<file path="src/rtl/smart_seq.sv">
module smart_seq #(
  parameter int SETUP_CYC  = 2,
  parameter int STROBE_W   = 3,
  parameter int CYC_PER_MS = 50000
) (
  input  logic        clk,
  input  logic        rst_n,
  input  logic        cmd_valid,
  input  logic [11:0] cmd_word,
  output logic        cmd_ready,
  input  logic        vsync,
  input  logic [7:0]  pnl_din,
  input  logic        pnl_ok,
  output logic        pnl_a0,
  output logic [7:0]  pnl_dout,
  output logic        pnl_wr,
  output logic        pnl_rd,
  output logic        irq,
  output logic [10:0] rd_status
);
  localparam int CMAX = (SETUP_CYC > STROBE_W) ? SETUP_CYC : STROBE_W;
  localparam int CW   = $clog2(CMAX + 1);
  localparam int MSW  = (CYC_PER_MS > 1) ? $clog2(CYC_PER_MS) : 1;

  typedef enum logic [2:0] {S_IDLE, S_SETUP, S_STRB, S_HOLD, S_VWAIT, S_DELAY} st_t;

  st_t            st;
  logic [CW-1:0]  cnt;
  logic [7:0]     ms;
  logic [MSW-1:0] cyc;
  logic           is_rd;
  logic           a0_q;
  logic [7:0]     dout_q;
  logic [10:0]    stat_q;
  logic           irq_q;

  wire [2:0] op  = cmd_word[11:9];
  wire [7:0] pay = cmd_word[7:0];

  assign cmd_ready = (st == S_IDLE);
  assign pnl_a0    = a0_q;
  assign pnl_dout  = dout_q;
  assign pnl_wr    = (st == S_STRB) && !is_rd;
  assign pnl_rd    = (st == S_STRB) && is_rd;
  assign irq       = irq_q;
  assign rd_status = stat_q;

  always_ff @(posedge clk or negedge rst_n) begin
    if (!rst_n) begin
      st     <= S_IDLE;
      cnt    <= '0;
      ms     <= '0;
      cyc    <= '0;
      is_rd  <= 1'b0;
      a0_q   <= 1'b0;
      dout_q <= '0;
      stat_q <= '0;
      irq_q  <= 1'b0;
    end else begin
      irq_q <= 1'b0;
      case (st)
        S_IDLE: if (cmd_valid) begin
          case (op)
            3'd0, 3'd1, 3'd2: begin
              a0_q   <= cmd_word[8];
              dout_q <= pay;
              is_rd  <= (op == 3'd0);
              cnt    <= CW'(SETUP_CYC - 1);
              st     <= S_SETUP;
            end
            3'd3: st <= S_VWAIT;
            3'd5: irq_q <= 1'b1;
            3'd6: if (pay != 8'd0) begin
              ms  <= pay;
              cyc <= '0;
              st  <= S_DELAY;
            end
            default: ;
          endcase
        end
        S_SETUP: if (cnt == '0) begin
          cnt <= CW'(STROBE_W - 1);
          st  <= S_STRB;
        end else cnt <= cnt - 1'b1;
        S_STRB: if (cnt == '0) begin
          st <= S_HOLD;
          if (is_rd) stat_q <= {cmd_valid, pnl_ok, a0_q, pnl_din};
        end else cnt <= cnt - 1'b1;
        S_HOLD:  st <= S_IDLE;
        S_VWAIT: if (vsync) st <= S_IDLE;
        S_DELAY: if (cyc == MSW'(CYC_PER_MS - 1)) begin
          cyc <= '0;
          if (ms == 8'd1) st <= S_IDLE;
          else ms <= ms - 1'b1;
        end else cyc <= cyc + 1'b1;
        default: st <= S_IDLE;
      endcase
    end
  end
endmodule

</file>
<file path="config.mk">
export PLATFORM = sky130hd
export DESIGN_NAME = smart_seq
export DESIGN_NICKNAME = d
export VERILOG_FILES = /design/src/rtl/smart_seq.sv
export SDC_FILE = /design/constraint.sdc
export NUM_CORES = 1
export LEC_CHECK = 0
export CAP_MARGIN = 5
export CORE_ASPECT_RATIO = 0.9
export CORE_MARGIN = 2
export CORE_UTILIZATION = 50
export CTS_CLUSTER_DIAMETER = 100
export CTS_CLUSTER_SIZE = 25
export DETAILED_ROUTE_END_ITERATION = 10
export DONT_BUFFER_PORTS = 1
export GPL_ROUTABILITY_DRIVEN = 0
export GPL_TIMING_DRIVEN = 0
export PLACE_DENSITY_LB_ADDON = 0.08
export SYNTH_ARGS = -nofsm -noshare
export SYNTH_HDL_FRONTEND = slang
export SYNTH_SLANG_ARGS = --single-unit
</file>
<file path="constraint.sdc">
create_clock -name clk -period 2.4 [get_ports clk]
set_input_delay 0.12 -clock clk [delete_from_list [all_inputs] [get_ports clk]]
set_output_delay 0.12 -clock clk [all_outputs]
set_load 0.01 [all_outputs]
</file>
Yosys cells after proc, flatten, opt, wreduce, memory -nomap -nowiden
Cells that the tools add are included.

word-level totals
  bits in registers = 51
  input bits = 25
  word-level logic and storage cells = 80

cells by class
  $add $sub $neg = 3
  equality and inequality tests = 24
  multiplexer cells = 28
  reduce and logical (&&, ||, !) cells = 16

operators with widths
  kind                   count
  $mux 16                4
  $mux 8                 5
  $pmux 16 s2            1
  $mux 3                 7
  $add 16x1->16 const B  1
  $eq 16x16->1 const B   1
  $pmux 8 s2             1
  $pmux 3 s5             1
  $ne 2x2->1 const B     7
  $eq 3x3->1 const B     4
  $eq 3x2->1 const B     3
  $pmux 3 s3             1
  $eq 8x1->1 const B     1
  $mux 2                 4
  $ne 2x1->1 const B     4
  $reduce_and 4->1       2
  $reduce_and 8->1       1
  $reduce_bool 8->1      1
  $sub 8x1->8 const B    1
  $eq 3x1->1 const B     2
  $logic_not 3->1        2
  $pmux 2 s3             1
  $reduce_and 3->1       2
  $reduce_and 6->1       1
  other kinds (10)       13

Depth between registers and ports, before layout
  word-level depth = 5
  mapped depth = 8
  gate-level depth less buffers = 6

Least setup slack after synthesis
OpenSTA, ideal clock, no wires.

  path kind = register -> register
  from = reg cyc[11]
  to = reg ms[0]
  setup time = 0.124 ns
  arrival time = 2.038 ns
  data required time = 2.276 ns
  setup slack = 0.238 ns
  cell stages (with the launch flop) = 6
  cell sequence = dfrtp_1 -> or4b_1 -> o41ai_4 -> nand3_2 -> buf_2 -> a211o_1

between the ends
  word-level cells in the longest chain between the ends = 3

ends and longest elaborated chain
  element                     RTL line  source
  from (decl)                 30        logic [MSW-1:0] cyc;
  from (signal assigned)      95        end else cyc <= cyc + 1'b1;
  $eq 16x16->1                91        S_DELAY: if (cyc == MSW'(CYC_PER_MS - 1)) begin
  $ne 2x2->1 (no line)        --
  $reduce_and 6->1 (no line)  --
  to (signal assigned)        74        ms <= pay;
  to (signal assigned)        94        else ms <= ms - 1'b1;
  to (decl)                   29        logic [7:0] ms;

Every way passes these cells.
A chain may end at the register's enable or synchronous reset.

Final worst setup path
Same ends and word-level chain as after synthesis.

==> qor.csv <==
stage,metric,value,unit
run_status,outcome,completed,
layout,"most common cell after layout, fill and taps aside",dfrtp_1,
global_route,first-pass GRT wire length,10000,um
layout,Diodes inserted,0,
sta,"Slew Viols, Final",0,
critical_path,WP data required,2.60,ns
critical_path,"delay-heaviest family, CP",simple AND/OR/NAND/NOR gates,
sta,Worst-Margin Slew,0.913,ns
detailed_routing,routed length per instance,16.3,um
logic_synthesis,commonest register cell after synthesis,dfrtp_1,
global_route,largest net degree at the start of global routing,52,
logic_synthesis,Post-Syn Area,0.00263,mm^2
power_and_ir_drop,Pleak,1.32,nW
sta,Fmax,0.455,GHz
placed_design,"worst slack, placed",-0.0936,ns
critical_path,CP Max Fanout,10,
sta,skew final,0.0101,ns
global_route,global route overflow,0,
die,Die ar.,0.00586,mm^2
critical_path,Buf/Inv on CP,2,
critical_path,arrival time at the worst endpoint,2.40,ns
cts,clock sink count,51,
layout,Non-Filler Instances,366,
global_route,Global Route Usage Sum,22.2,%
logic_synthesis,Synth Warn #,0,
sta,WHS,0.0108,ns
critical_path,worst-path cell with the longest stage delay,or4b_1,
die,Initial Utilization,51.0,%
layout,layout cell share with drive strength beyond 1,14.4,%
logic_synthesis,xor/xnor cell area share of the yosys netlist,0.333,%
sta,Rel. slew slack,38.6,%
die,I/O Pins,49,
die,Die Span Y,72.8,um
logic_synthesis,"Distinct cells, synth",46,
logic_synthesis,Synth Area in Adders,2.38,%
cts,total CTS buffers,5,
logic_synthesis,Synth Instances,264,
sta,Final min period,2.20,ns
sta,final hold violations,0,
logic_synthesis,"EDFF count, synth",0,
power_and_ir_drop,Max rail drop VDD,0.650,mV
layout,Final Util,60.7,%
detailed_routing,# DRC,0,
layout,Area Overhead vs Synth,19.1,%
detailed_routing,Post-DRT Antenna Nets,0,
logic_synthesis,Synth Register Bits,51,
die,DIE WIDTH,80.5,um
critical_path,worst reg-to-reg path cell count,6,
placed_design,DP HPWL,3900,um
logic_synthesis,simple-gate area share of the yosys netlist,18.2,%
sta,Final Setup Violations,0,
global_route,initial antenna violation count,0,
critical_path,WS Path Type,flip-flop to flip-flop,
power_and_ir_drop,pwr/cell area,1110,mW/mm^2
logic_synthesis,largest family of logic cells by synthesized area,simple AND/OR/NAND/NOR gates,
run,MaxCap Viol Count,0,
detailed_routing,DRT Pass-1 Iters,4,
layout,fin nets,328,
cts,Worst-path clk slew,0.10,ns
critical_path,critical path endpoint category,flip-flop,
logic_synthesis,sequential element share of the synthesized area,48.5,%
cts,TritonCTS clock tree,done,
critical_path,R2R Setup Slk,0.20,ns
placed_design,Placed Instances,331,
layout,most frequent cells in the layout,"51 x dfrtp_1, 31 x o21ai_0, 23 x dlygate4sd3_1, 22 x nor2_1, 22 x mux2_2",
cts,H-tree Lvls,2,
detailed_routing,Total Wirelength,5970,um
detailed_routing,Via density,5.91,
hold_path,Hold Path Class,input pin to flip-flop,
critical_path,CP Cell Sequence,or4b_1 -> o41ai_4 -> buf_4 -> nand3_2 -> buf_2 -> a211o_1,
global_route,vias in the first global route,2141,
cts,Worst-Skew Late Latency,0.31,ns
sta,period utilisation layout,91.6,%
placed_design,Port Buffer Count,0,
die,number of core rows,25,
die,Core Box Area,0.00516,mm^2
detailed_routing,Via Count,2163,
critical_path,crit path to,ms[0],
critical_path,CP Launch Type,flip-flop,
logic_synthesis,"Avg Cell Area, Syn",9.97,um^2
critical_path,crit path launch,cyc[11],
critical_path,CP peak stage delay,0.59,ns
logic_synthesis,share of flip-flops with an asynchronous set or reset,100,%
sta,final worst slack,0.202,ns
cts,Clock Tree Root,clkbuf_8,
critical_path,R2R Path Start,cyc[11],
logic_synthesis,multiplexer area fraction after synthesis,9.79,%
sta,RSZ-0062 raised after global routing,false,
cts,CTS max path bufs,2,
critical_path,Crit path depth,6,
critical_path,reg2reg end,ms[0],
logic_synthesis,post-synth net total,294,
detailed_routing,Iter 0 DRT Violations,113,
logic_synthesis,area fraction in compound gates after synthesis,17.9,%
[state kept, by name, summed over array words and instances (netlist names)]
name       flops
pnl_a0         1
cnt            2
cyc           16
pnl_dout       8
st             3
irq            1
ms             8
is_rd          1
rd_status     11
[metal layers]
metal	vias to the layer above	routed length, um	part of all wire [%]	global-route usage, %
li1	1046	-	-	-
met1	1061	2770	46	28.9
met2	47	2870	48	37.6
met3	9	247	4.1	4.08
met4	0	76	1.3	7.34
met5	-	0	0	0
[metrics by stage]
stage               area (um^2)  TNS (ns)  power [W]
CTS                        3110         0    0.00346
floorplan                  2630         0    0.00248
detailed placement         2720    -0.903    0.00276
global route               3130         0    0.00375
finish                     3130         0    0.00348
global placement           2720     -1.43    0.00274
[area by class of cell]
type,instances,area [um^2]
fill,441,2030
multi-input combinational,193,1290
sequential,51,1280
timing repair buffer,27,280
tap,67,83.8
clock buffer,5,68.8
buffer,12,52.6
clock inverter,3,47.5
inverter,8,30.0
[synthesized netlist by cell type, types with 2 or more instances]
master / number / share of area (%)
a21oi_1: 12 / 2.3
a31oi_1: 5 / 1.2
and2_1: 2 / 0.48
and3_1: 3 / 0.71
and3b_1: 2 / 0.67
buf_2: 2 / 0.38
clkbuf_1: 9 / 1.3
dfrtp_1: 51 / 48
ha_1: 5 / 2.4
inv_1: 8 / 1.1
mux2_2: 22 / 9.4
nand2_1: 17 / 2.4
nand2b_1: 6 / 1.4
nand3_1: 9 / 1.7
nand3b_1: 3 / 0.86
nand4_1: 5 / 1.2
nand4b_1: 2 / 0.67
nor2_1: 22 / 3.1
nor2b_1: 3 / 0.71
nor3_1: 5 / 0.95
nor4_1: 5 / 1.2
o21ai_0: 32 / 6.1
o22a_1: 2 / 0.67
o31ai_1: 9 / 2.6
or4b_1: 2 / 0.76
[logic make-up (layout without fill, tap and decap cells)]
group	Yosys count	in the layout
and+or+nand+nor	90	90
AOI/OAI and AO/OA	74	74
DFF	51	51
muxes	23	23
buffers and inverters	20	55
adders and majority gates	5	5
xor gates and xnor gates	1	1
[power breakdown]
part           switching [W]  internal [W]
sequential          0.000420       0.00125
clock               0.000310      0.000317
combinational       0.000621      0.000565
total                0.00135       0.00213
[repair_timing]
item	CTS	global route
resized for setup	2	6
setup buffers	2	1
hold endpoints to repair	72	0
pin swaps	1	0
hold buffers	24	0
setup endpoints to repair	23	12
[how the worst min path moves through the flow]
stage	startpoint	endpoint	slack (ns)	cells after the start
floorplan	rst_n	cnt[0]	-0.18	0
global placement	rst_n	rd_status[2]	-0.17	0
detailed placement	rst_n	rd_status[6]	-0.17	0
CTS	cmd_word[1]	ms[1]	0.01	2
global route	cmd_word[1]	ms[1]	0.02	2
finish	cmd_word[1]	ms[1]	0.01	2
No activity file was read; power rests on OpenSTA's default activity.
